`config.mk`:
```
export PLATFORM = sky130hd
export DESIGN_NAME = spi_chain_latch
export DESIGN_NICKNAME = d
export VERILOG_FILES = /design/src/rtl/spi_chain_pkg.sv /design/src/rtl/chain_sync.sv /design/src/rtl/chain_edge_det.sv /design/src/rtl/chain_shift_core.sv /design/src/rtl/spi_chain_latch.sv
export SDC_FILE = /design/constraint.sdc
export NUM_CORES = 1
export LEC_CHECK = 0
export ABC_AREA = 0
export ABC_CLOCK_PERIOD_IN_PS = 1200
export BUFFER_PORTS_ARGS = -buffer_cell sky130_fd_sc_hd__buf_2
export CORE_MARGIN = 4
export CORE_UTILIZATION = 45
export DETAILED_ROUTE_END_ITERATION = 7
export PLACE_DENSITY = 0.72
export SYNTH_ARGS = -nofsm -noshare
export SYNTH_HDL_FRONTEND = slang
export SYNTH_SLANG_ARGS = --single-unit
```
`constraint.sdc`:
```
create_clock -name clk -period 1.2 [get_ports clk]
set_input_delay 0.18 -clock clk [delete_from_list [all_inputs] [get_ports clk]]
set_output_delay 0.18 -clock clk [all_outputs]
set_load 0.005 [all_outputs]
```
`src/rtl/spi_chain_pkg.sv`:
```
// Package: shared event type and mode decoding for the cascadable
// shift-and-latch receiver. Assumes the usual four bus modes 0..3, where
// bit 1 is the serial clock idle level and bit 0 is the phase.
package spi_chain_pkg;

    // Per-cycle strobes derived from the synchronised bus lines.
    typedef struct packed {
        logic sample;   // sampling edge of the serial clock while selected
        logic launch;   // output-change edge of the serial clock while selected
        logic close_f;  // select has just returned high
    } chain_evt_t;

    // True when data is sampled on the rising serial clock edge.
    function automatic logic samples_on_rise(input int unsigned mode);
        return (mode == 0) || (mode == 3);
    endfunction

    // Idle level of the serial clock for a mode.
    function automatic logic idle_level(input int unsigned mode);
        return mode >= 2;
    endfunction

endpackage

```
`src/rtl/chain_sync.sv`:
```
// Module: multi-stage synchroniser for a small bundle of asynchronous
// bus lines. All bits travel through the same number of stages, so they
// keep their relative timing. Assumes STAGES >= 1.
module chain_sync #(
    parameter int              STAGES  = 2,
    parameter int              BITS    = 3,
    parameter logic [BITS-1:0] RST_VAL = '0
) (
    input  logic            clk,
    input  logic            rst_n,
    input  logic [BITS-1:0] async_i,
    output logic [BITS-1:0] sync_o
);

    logic [BITS-1:0] pipe [STAGES];

    for (genvar g = 0; g < STAGES; g++) begin : g_stage
        if (g == 0) begin : g_first
            // First stage: capture the raw bus lines.
            always_ff @(posedge clk) begin
                if (!rst_n) pipe[g] <= RST_VAL;
                else        pipe[g] <= async_i;
            end
        end else begin : g_next
            // Later stages: pass the previous stage along.
            always_ff @(posedge clk) begin
                if (!rst_n) pipe[g] <= RST_VAL;
                else        pipe[g] <= pipe[g-1];
            end
        end
    end

    assign sync_o = pipe[STAGES-1];

endmodule

```
`src/rtl/chain_edge_det.sv`:
```
// Module: turns the synchronised serial clock and select into one-cycle
// strobes. MODE chooses which serial clock edge samples and which edge
// launches. Serial clock edges count only while select is low. Assumes
// the serial clock is slow against clk, with several clk cycles per phase.
module chain_edge_det
    import spi_chain_pkg::*;
#(
    parameter int unsigned MODE = 0
) (
    input  logic       clk,
    input  logic       rst_n,
    input  logic       sclk_s,
    input  logic       cs_n_s,
    output chain_evt_t evt
);

    localparam logic SAMPLE_RISE = samples_on_rise(MODE);
    localparam logic SCLK_IDLE   = idle_level(MODE);

    logic sclk_d;
    logic cs_n_d;
    logic rise;
    logic fall;
    logic selected;

    // Remember last cycle's levels for edge detection.
    always_ff @(posedge clk) begin
        if (!rst_n) begin
            sclk_d <= SCLK_IDLE;
            cs_n_d <= 1'b1;
        end else begin
            sclk_d <= sclk_s;
            cs_n_d <= cs_n_s;
        end
    end

    // Derive the strobes from the level changes.
    always_comb begin
        rise        = sclk_s & ~sclk_d;
        fall        = ~sclk_s & sclk_d;
        selected    = ~cs_n_s;
        evt.sample  = selected & (SAMPLE_RISE ? rise : fall);
        evt.launch  = selected & (SAMPLE_RISE ? fall : rise);
        evt.close_f = cs_n_s & ~cs_n_d;
    end

endmodule

```
`src/rtl/chain_shift_core.sv`:
```
// Module: the shift register, the serial output stage and the parallel
// holding register. It acts only on the strobes from the edge detector.
// The serial output is a staging copy of the top shift bit, so a chain
// of devices adds no extra bit per device.
module chain_shift_core
    import spi_chain_pkg::*;
#(
    parameter int WIDTH = 8
) (
    input  logic             clk,
    input  logic             rst_n,
    input  chain_evt_t       evt,
    input  logic             cs_n_s,
    input  logic             din_s,
    output logic [WIDTH-1:0] sr,
    output logic             dout,
    output logic [WIDTH-1:0] q
);

    logic [WIDTH-1:0] sr_next;

    if (WIDTH == 1) begin : g_one
        // Single-bit register: the new bit replaces the old one.
        always_comb sr_next = din_s;
    end else begin : g_wide
        // Shift left, new bit into bit 0.
        always_comb sr_next = {sr[WIDTH-2:0], din_s};
    end

    // Shift on each sampling strobe.
    always_ff @(posedge clk) begin
        if (!rst_n)          sr <= '0;
        else if (evt.sample) sr <= sr_next;
    end

    // Reload the serial output on the launch edge and while deselected.
    always_ff @(posedge clk) begin
        if (!rst_n)                    dout <= 1'b0;
        else if (cs_n_s || evt.launch) dout <= sr[WIDTH-1];
    end

    // Commit the shift register when select returns high.
    always_ff @(posedge clk) begin
        if (!rst_n)           q <= '0;
        else if (evt.close_f) q <= sr;
    end

endmodule

```
`src/rtl/spi_chain_latch.sv`:
```
// Top: cascadable serial shift-and-latch receiver. It oversamples sclk,
// cs_n and din on clk, turns the serial clock and select into strobes,
// and drives the shift and hold registers from them. Assumes each serial
// clock phase lasts at least SYNC_STAGES + 4 clk cycles.
module spi_chain_latch
    import spi_chain_pkg::*;
#(
    parameter int          WIDTH       = 8,
    parameter int unsigned MODE        = 0,
    parameter int          SYNC_STAGES = 2
) (
    input  logic             clk,
    input  logic             rst_n,
    input  logic             sclk,
    input  logic             cs_n,
    input  logic             din,
    output logic             dout,
    output logic [WIDTH-1:0] q
);

    localparam logic       SCLK_IDLE = idle_level(MODE);
    localparam logic [2:0] LINE_RST  = {SCLK_IDLE, 1'b1, 1'b0};

    logic [2:0]       lines_s;
    logic             sclk_s;
    logic             cs_n_s;
    logic             din_s;
    chain_evt_t       evt_w;
    logic [WIDTH-1:0] sr_w;

    chain_sync #(
        .STAGES (SYNC_STAGES),
        .BITS   (3),
        .RST_VAL(LINE_RST)
    ) u_sync (
        .clk    (clk),
        .rst_n  (rst_n),
        .async_i({sclk, cs_n, din}),
        .sync_o (lines_s)
    );

    assign {sclk_s, cs_n_s, din_s} = lines_s;

    chain_edge_det #(
        .MODE(MODE)
    ) u_edge (
        .clk   (clk),
        .rst_n (rst_n),
        .sclk_s(sclk_s),
        .cs_n_s(cs_n_s),
        .evt   (evt_w)
    );

    chain_shift_core #(
        .WIDTH(WIDTH)
    ) u_core (
        .clk   (clk),
        .rst_n (rst_n),
        .evt   (evt_w),
        .cs_n_s(cs_n_s),
        .din_s (din_s),
        .sr    (sr_w),
        .dout  (dout),
        .q     (q)
    );

endmodule

```
Word level (Yosys, flattened, before mapping) --
Memory sizes are Yosys's and may differ from the RTL's. Cells that the tools add are included.
Storage, ports and cells: flip-flop bits (word level) 19, memory bits (writable) 6, bits of input ports 5, word-level logic and storage cells 22, memories 1
Cells by class: mux-type cells 4, bitwise gates (word level) 11, reduce and logical (&&, ||, !) cells 1
Memory list:
- u_sync.pipe | words 2, width 3, read ports 2, clocked after memory_dff 0, wr ports 2, RTL line chain_sync.sv:15 | logic [BITS-1:0] pipe [STAGES];
Operators with widths (count):
- $mux 3 | 2
- $and 1x1->1 | 5
- $not 1->1 | 4
- $mux 1 | 2
- $or 1x1->1 | 2
- $logic_or 1x1->1 | 1

Depth between registers and ports, before layout --
Gate-level depths: netlist of run 1.
word-level depth 4, gate-level depth with buffers 4

Cells and area by module --
From an unflattened synthesis of run 1, not the netlist that was laid out.
Unflattened totals: cell total of the unflattened synthesis 74, area total of the unflattened synthesis 894.6 um^2
By module, submodules not included:
- chain_shift_core | times used 1, cells an instance 55, area each 663.1 um^2
- chain_sync | times used 1, cells an instance 12, area each 157.7 um^2
- chain_edge_det | times used 1, cells an instance 7, area each 73.8 um^2

Worst setup path after synthesis of run 1 --
OpenSTA, ideal clock, no wires.
path type flip-flop to flip-flop, start memory u_sync.pipe[1][1], end register u_core.sr[6], setup time 0.074 ns, arrival 0.912 ns, data required time 1.126 ns, slack 0.214 ns, stages on the path, launching flop included 5, clock period less this slack 0.986 ns, cells stage by stage dfxtp_1 -> nor3b_4 -> buf_6 -> nand3_1 -> o21ai_0
RTL lines:
- start: declaration | RTL line chain_sync.sv:15
- end signal: assignment | RTL line chain_shift_core.sv:33 | else if (evt.sample) sr <= sr_next;
- end: declaration | RTL line chain_shift_core.sv:15 | output logic [WIDTH-1:0] sr,

==> impl_results.md, run 1 <==
- Run status: finished clean
- Fin crit period: around 1.0 ns
- Achievable Freq: slightly below 1 GHz
- Gate Count Post-Synth: 94
- Post-synth net total: 99
- CTS tree: built
- 1st-iter DRT viols: 6
- DRT Wirelength: 1230 um
- Post-synthesis cell area: just under 900 um^2
- PostCTS Resize Cnt: 0
- Period utilization: between 80% and 90%
- Die footprint: between 2000 and 3000 um^2
- Die Ht: between 50 and 60 um
- Vias in the first global route: 511
- Placed Cells: ~130
- Setup CP Type: reg -> reg
- Sw frac: 20.7%
- Register Area: 500 um^2
- Fin cells: 132
- Clock Sinks: 25
- Rel. slew slack: 69.0%
- Slew Limit Fails: 0
- Psw: between 0.2 and 0.3 mW
- First-pass GRT wire length: 2190 um
- CTS buffer count: 3
- Setup violators final: 0
- DRT Pass-1 Iters: 4
- Max VDD drop: 1.07 mV
- Root Buffer: clkbuf_4
- Area of the multi-input gates: 330 um^2
- P_int: 0.983 mW
- # hold bufs at CTS: 0
- Met1 WL: slightly above 600 um
- PwrDens: 1270 nW/um^2
- Avg WL per Cell: just over 9 um
- Worst EP arrival: ~1.3 ns
- Yosys warns: 0
- Clock Latency Late Sink: 0.31 ns
- Pin slew with the least headroom to its limit: 0.466 ns
- Post-route ant nets: 0
- Fin Clk Skew: 0.00485 ns
- Seq/Total Area, Yosys: 57.5%
- Avg Inst Size Synth: 9.26 um^2
- Detail Route met2 WL: 522 um
- Largest net degree at the start of global routing: 34
- Vias/cell: 4.67
- Post-layout nets: 113
- DRC: 0
- Ranking of synthesized cells by area: dfxtp_1, nand2_1, a21boi_0
- Static leakage: about 0.37 nW
- Share of layout cells above drive strength 1: between 10% and 20%
- Final Hold Viols: 0
- WL met3: 83 um
- Worst-path clk slew: around 0.12 ns
- # H-tree levels: 1
- DR top layer: met4
- Maxcap violations: 0
- Worst hold path class: in -> reg
- Grt ovf: 0
- Core area: about 1800 um^2
- Type of origin of the critical path: flip-flop
- CTS max path bufs: 2
- Setup TNS: 0 ns
- Top-level I/O count: 14
- Fill cell count: 169
- Critical Path End Type: flip-flop
- Worst EP required: between 1 and 1.5 ns
- Clk network pwr share: 28.6%
- Crit-path max FO: 16
- DP HPWL: approximately 900 um
- Initial antenna violation count: 0
- Antenna Cells: 0
- Proportion of power drawn by combinational gates: between 3 and 4%
- Area delta synth->final: 11.8%
- Starting Density: 48.8%
- Cell accounting for the most synthesized area: dfxtp_1
- Register bit count reported by yosys: 25
- GRT Util Overall: 11.1%
- Post CTS Setup Buffer Count: 0
- RSZ-0062 raised after global routing: false
- Sequential power share: 68.2%
- IO buf count: 13
- Rows: 15
- Synth cell types: 16
- Top-area cell type share of the netlist area: between 50% and 60%
- DR vias: between 600 and 700
- RD Place Congestion: 0.694
- Die Wd: 52.0 um
## worst max-delay path, stage by stage (launching register included)
cell	delay, ns
dfxtp_1	0.38
nor3b_4	0.19
buf_4	0.20
nand3_1	0.09
o21ai_0	0.10
## worst paths after layout
check / slack [ns] / to / cells after the start / startpoint
setup / recovery: 0.16 / u_core.sr[1] / 4 / u_sync.pipe[1][1]
hold / removal: 0.04 / u_sync.pipe[0][1] / 2 / cs_n
setup reg to reg: 0.16 / u_core.sr[1] / 4 / u_sync.pipe[1][1]
hold reg to reg: 0.42 / u_sync.pipe[1][1] / 1 / u_sync.pipe[0][1]
## Yosys cell counts
cell	instances
a21boi_0	8
buf_4	1
dfxtp_1	25
o21ai_0	8
nor3b_4	1
clkbuf_1	2
buf_2	2
nor2b_1	1
and2_1	5
nand2b_1	4
nand2_1	25
mux2i_1	1
nand3_1	8
inv_1	1
a21oi_1	1
buf_6	1
## flip-flops by register name (all words and copies together) (netlist names)
name	flops
u_core.dout	1
u_core.q	8
u_core.sr	8
u_edge.cs_n_d	1
u_edge.sclk_d	1
u_sync.pipe	6
## cell families after synthesis
logic type	count (synthesis)	share of synthesized area, %
muxes	1	1.15
buffers and inverters	7	4.60
and+or+nand+nor	44	24.7
DFF	25	57.5
AOI/OAI and AO/OA	17	12.1
## layout by cell type (no fill, tap or decap), drive strengths merged
cell    netlist  final
clkbuf        2      3
a21boi        8      8
nand2b        4      4
nand3         8      8
nor2b         1      1
mux2i         1      1
a21oi         1      1
o21ai         8      8
buf           4     15
nor3b         1      1
nand2        25     25
dfxtp        25     25
inv           1      1
and2          5      5
clkinv        0      1
## routing by layer
metal,track usage (%),vias to the layer above
met3,6.02,2
met4,2.62,0
li1,-,332
met2,16.3,14
met1,14.2,269
met5,0,-
## power groups by stage
| stage | sequential [mW] | clock (mW) | combinational (mW) |
|---|---|---|---|
| 2_1_floorplan | 0.864 | 0 | 0.0314 |
| 3_3_place_gp | 0.865 | 0 | 0.0393 |
| 3_5_place_dp | 0.865 | 0 | 0.0406 |
| 4_1_cts | 0.847 | 0.379 | 0.0408 |
| 5_1_grt | 0.849 | 0.412 | 0.0461 |
| 6_report | 0.846 | 0.355 | 0.0397 |
## layout make-up
cell class                      count  area share (%)
Clock buffer                        3            2.31
Timing Repair Buffer               15            8.23
Multi-Input combinational cell     62            33.9
Clock inverter                      1           0.514
Tap cell                           25            3.21
Sequential cell                    25            51.4
Inverter                            1           0.386
## metrics by stage
stage	util (%)	power [mW]	area [um^2]	hold slack, ns	worst slack (ns)
finish	54.6	1.24	973	0.0442	0.163
detailed placement	53.1	0.906	946	0.366	0.193
floorplan	-	0.895	871	0.253	0.214
global placement	53.1	0.904	946	0.364	0.231
CTS	54.6	1.27	973	0.0331	0.159
global route	54.6	1.31	973	0.0357	0.0428
Power figures use the tool's default switching activity.
==> inputs of run 2 (changes only) <==
Settings changed: ABC_CLOCK_PERIOD_IN_PS 1200 to 1130.
Clock period 1.2 ns to 1.13 ns, I/O delays scaled along.
==> run 2 against run 1 <==
Against the previous run:
- final cell count is the same
- routed wire length grew 5.4%
- critical path depth is the same
- non-clock buffer count is the same
- critical path type unchanged
- critical endpoint is now u_core.sr[4]
==> impl_results.md, run 2 (synthesis results as in run 1) <==
- Run status: finished clean
- Area delta synth->final: 13.6%
- Hold Crit Depth: 2 (unchanged)
- Vias/cell: 4.65 (-0.49%)
- IO buf count: 13 (unchanged)
- Rel. slew slack: 68.4% (-0.53 points)
- Die Ht: 52.0 um (unchanged)
- Rows: 15 (unchanged)
- Final Hold Viols: 0 (unchanged)
- Largest net degree at the start of global routing: 34 (unchanged)
- Post-Place Worst Slack: 0.125 ns (-0.0679 ns)
- Worst-path clk slew: 0.14 ns (+0.02 ns)
- CTS max path bufs: 2 (unchanged)
- Die footprint: 2700 um^2 (unchanged)
- Critical Path End Type: flip-flop
- Commonest non-fill, non-tap cell in the layout: nand2_1
- Vias in the first global route: 535 (+4.7%)
- Pin slew with the least headroom to its limit: 0.473 ns (+0.00794 ns)
- Maxcap violations: 0 (unchanged)
- Worst path max stage delay: 0.39 ns (about the same)
- GRT Util Overall: 11.4% (+0.24 points)
- Die Wd: 52.0 um (unchanged)
- Worst EP required: 1.38 ns (-0.06 ns)
- Slowest-stage cell, CP: dfxtp_1
- Post-layout nets: 113 (unchanged)
- Worst reg-to-reg path cell count: 4 (unchanged)
- Slew Limit Fails: 0 (unchanged)
- Achievable Freq: 0.984 GHz (+2.1%)
- Worst reg2reg path startpoint: u_sync.pipe[1][2]
- Share of layout cells above drive strength 1: 19.6% (+0.93 points)
- Final core occ: 55.5% (+0.91 points)
- CTS tree: built
- Biggest regs: u_core.q x8, u_core.sr x8, u_sync.pipe x6
- Most frequent cells in the layout: nand2_1, dfxtp_1, buf_2
- Setup CP Type: reg -> reg
- 1st-iter DRT viols: 7 (+1)
- Max VDD drop: 0.807 mV (-24%)
- Antenna Cells: 0 (unchanged)
- DRC: 0 (unchanged)
- RSZ-0062 raised after global routing: false
- PwrDens: 1350 nW/um^2 (+6.1%)
- First-pass GRT wire length: 2240 um (+2.2%)
- Post-route ant nets: 0 (unchanged)
- Fin Clk Skew: 0.00498 ns (+0.000127 ns)
- Starting Density: 48.8% (unchanged)
- Static leakage: 0.370 nW (-0.38%)
- # hold bufs at CTS: 0 (unchanged)
- RD Place Congestion: 0.682 (-1.7%)
- Crit-path max FO: 16 (unchanged)
- Setup violators final: 0 (unchanged)
- Worst reg2reg endpoint: u_core.sr[4]
- DP HPWL: 905 um (+3.6%)
- Worst hold path class: in -> reg
- Setup TNS: 0 ns (unchanged)
- Type of origin of the critical path: flip-flop
- DRT Pass-1 Iters: 4 (unchanged)
- Fin crit period: 1.02 ns (-0.0213 ns)
- CP startpoint: u_sync.pipe[1][2]
- Setup WS post-layout: 0.114 ns (-0.0487 ns)
- Avg WL per Cell: 9.84 um (+5.4%)
- Core area: 1780 um^2 (unchanged)
- Post CTS Setup Buffer Count: 0 (unchanged)
- Period utilization: 89.9% (+3.5 points)
- Hold slack: 0.0300 ns (-0.0142 ns)
- Top-level I/O count: 14 (unchanged)
- Worst EP arrival: 1.27 ns (about the same)
- Post-place instance area: 958 um^2 (+1.3%)
- Root Buffer: clkbuf_4
- CTS buffer count: 3 (unchanged)
- DRT Wirelength: 1300 um (+5.4%)
- Design area: 990 um^2 (+1.7%)
- Clock Latency Late Sink: 0.31 ns (about the same)
- Grt ovf: 0 (unchanged)
- Critical-path cell list: nor3b_4, buf_12, nand3_1, o21ai_0
- Clock Sinks: 25 (unchanged)
- Initial antenna violation count: 0 (unchanged)
- Min-delay src: cs_n
- Hold Path Sink: u_sync.pipe[0][1]
- Reg2reg setup slack: 0.11 ns (-0.05 ns)
- DR vias: 614 (-0.49%)
- # H-tree levels: 1 (unchanged)
## run 2: cell types whose count changed in the layout (fill, tap and decap cells not counted), sizes merged
cell / previous run / this run
clkinv: 1 / 0
clkinvlp: 0 / 1
## run 2: timing repair
action | 4_1_cts | 5_1_grt
resized for setup | 0 | 1
setup endpoints to repair | 0 | 2
endpoints found under the hold margin | 0 | 0
## run 2: area by class of cell
type / instances / area (um^2)
well taps: 25 / 31.3
repair buffers: 15 / 92.6
clock inverters: 1 / 7.51
fillers: 182 / 793
flip-flops and latches: 25 / 502
clock buffers: 3 / 22.5
inverters: 1 / 3.75
multi-input cells: 62 / 330
## run 2: critical path, delay by kind of cell, from the launching register on
kind                   cells  cell delay (ns)
AOI/OAI and AO/OA          1             0.09
DFF                        1             0.39
and+or+nand+nor            2             0.32
buffers and inverters      1             0.16
## run 2: report_power, final
| group | switching (mW) | total [mW] | internal (mW) |
|---|---|---|---|
| Sequential | 0.00584 | 0.899 | 0.894 |
| Combinational | 0.0239 | 0.0438 | 0.0198 |
| Clock | 0.260 | 0.395 | 0.135 |
| Total | 0.290 | 1.34 | 1.05 |
## run 2: worst max-delay path by stage
stage / endpoint / slack, ns
global route: u_core.sr[5] / 0.01
finish: u_core.sr[4] / 0.11
CTS: u_core.q[3] / 0.1
floorplan: u_core.sr[6] / 0.14
detailed placement: u_core.q[3] / 0.12
global placement: u_core.q[0] / 0.16
## run 2: per-layer routing
| metal | wire (um) | GRT usage, % | vias to the layer above |
|---|---|---|---|
| met1 | 594 | 13.9 | 263 |
| met4 | 17 | 7.86 | 0 |
| met3 | 91 | 2.58 | 2 |
| li1 | - | - | 330 |
| met2 | 596 | 17.6 | 19 |
| met5 | 0 | 0 | - |
## run 2: stage by stage
stage          total power [mW]  std cells
2_1_floorplan             0.951         94
6_report                   1.34        132
3_3_place_gp              0.961        128
4_1_cts                    1.36        132
3_5_place_dp              0.964        128
5_1_grt                    1.40        132
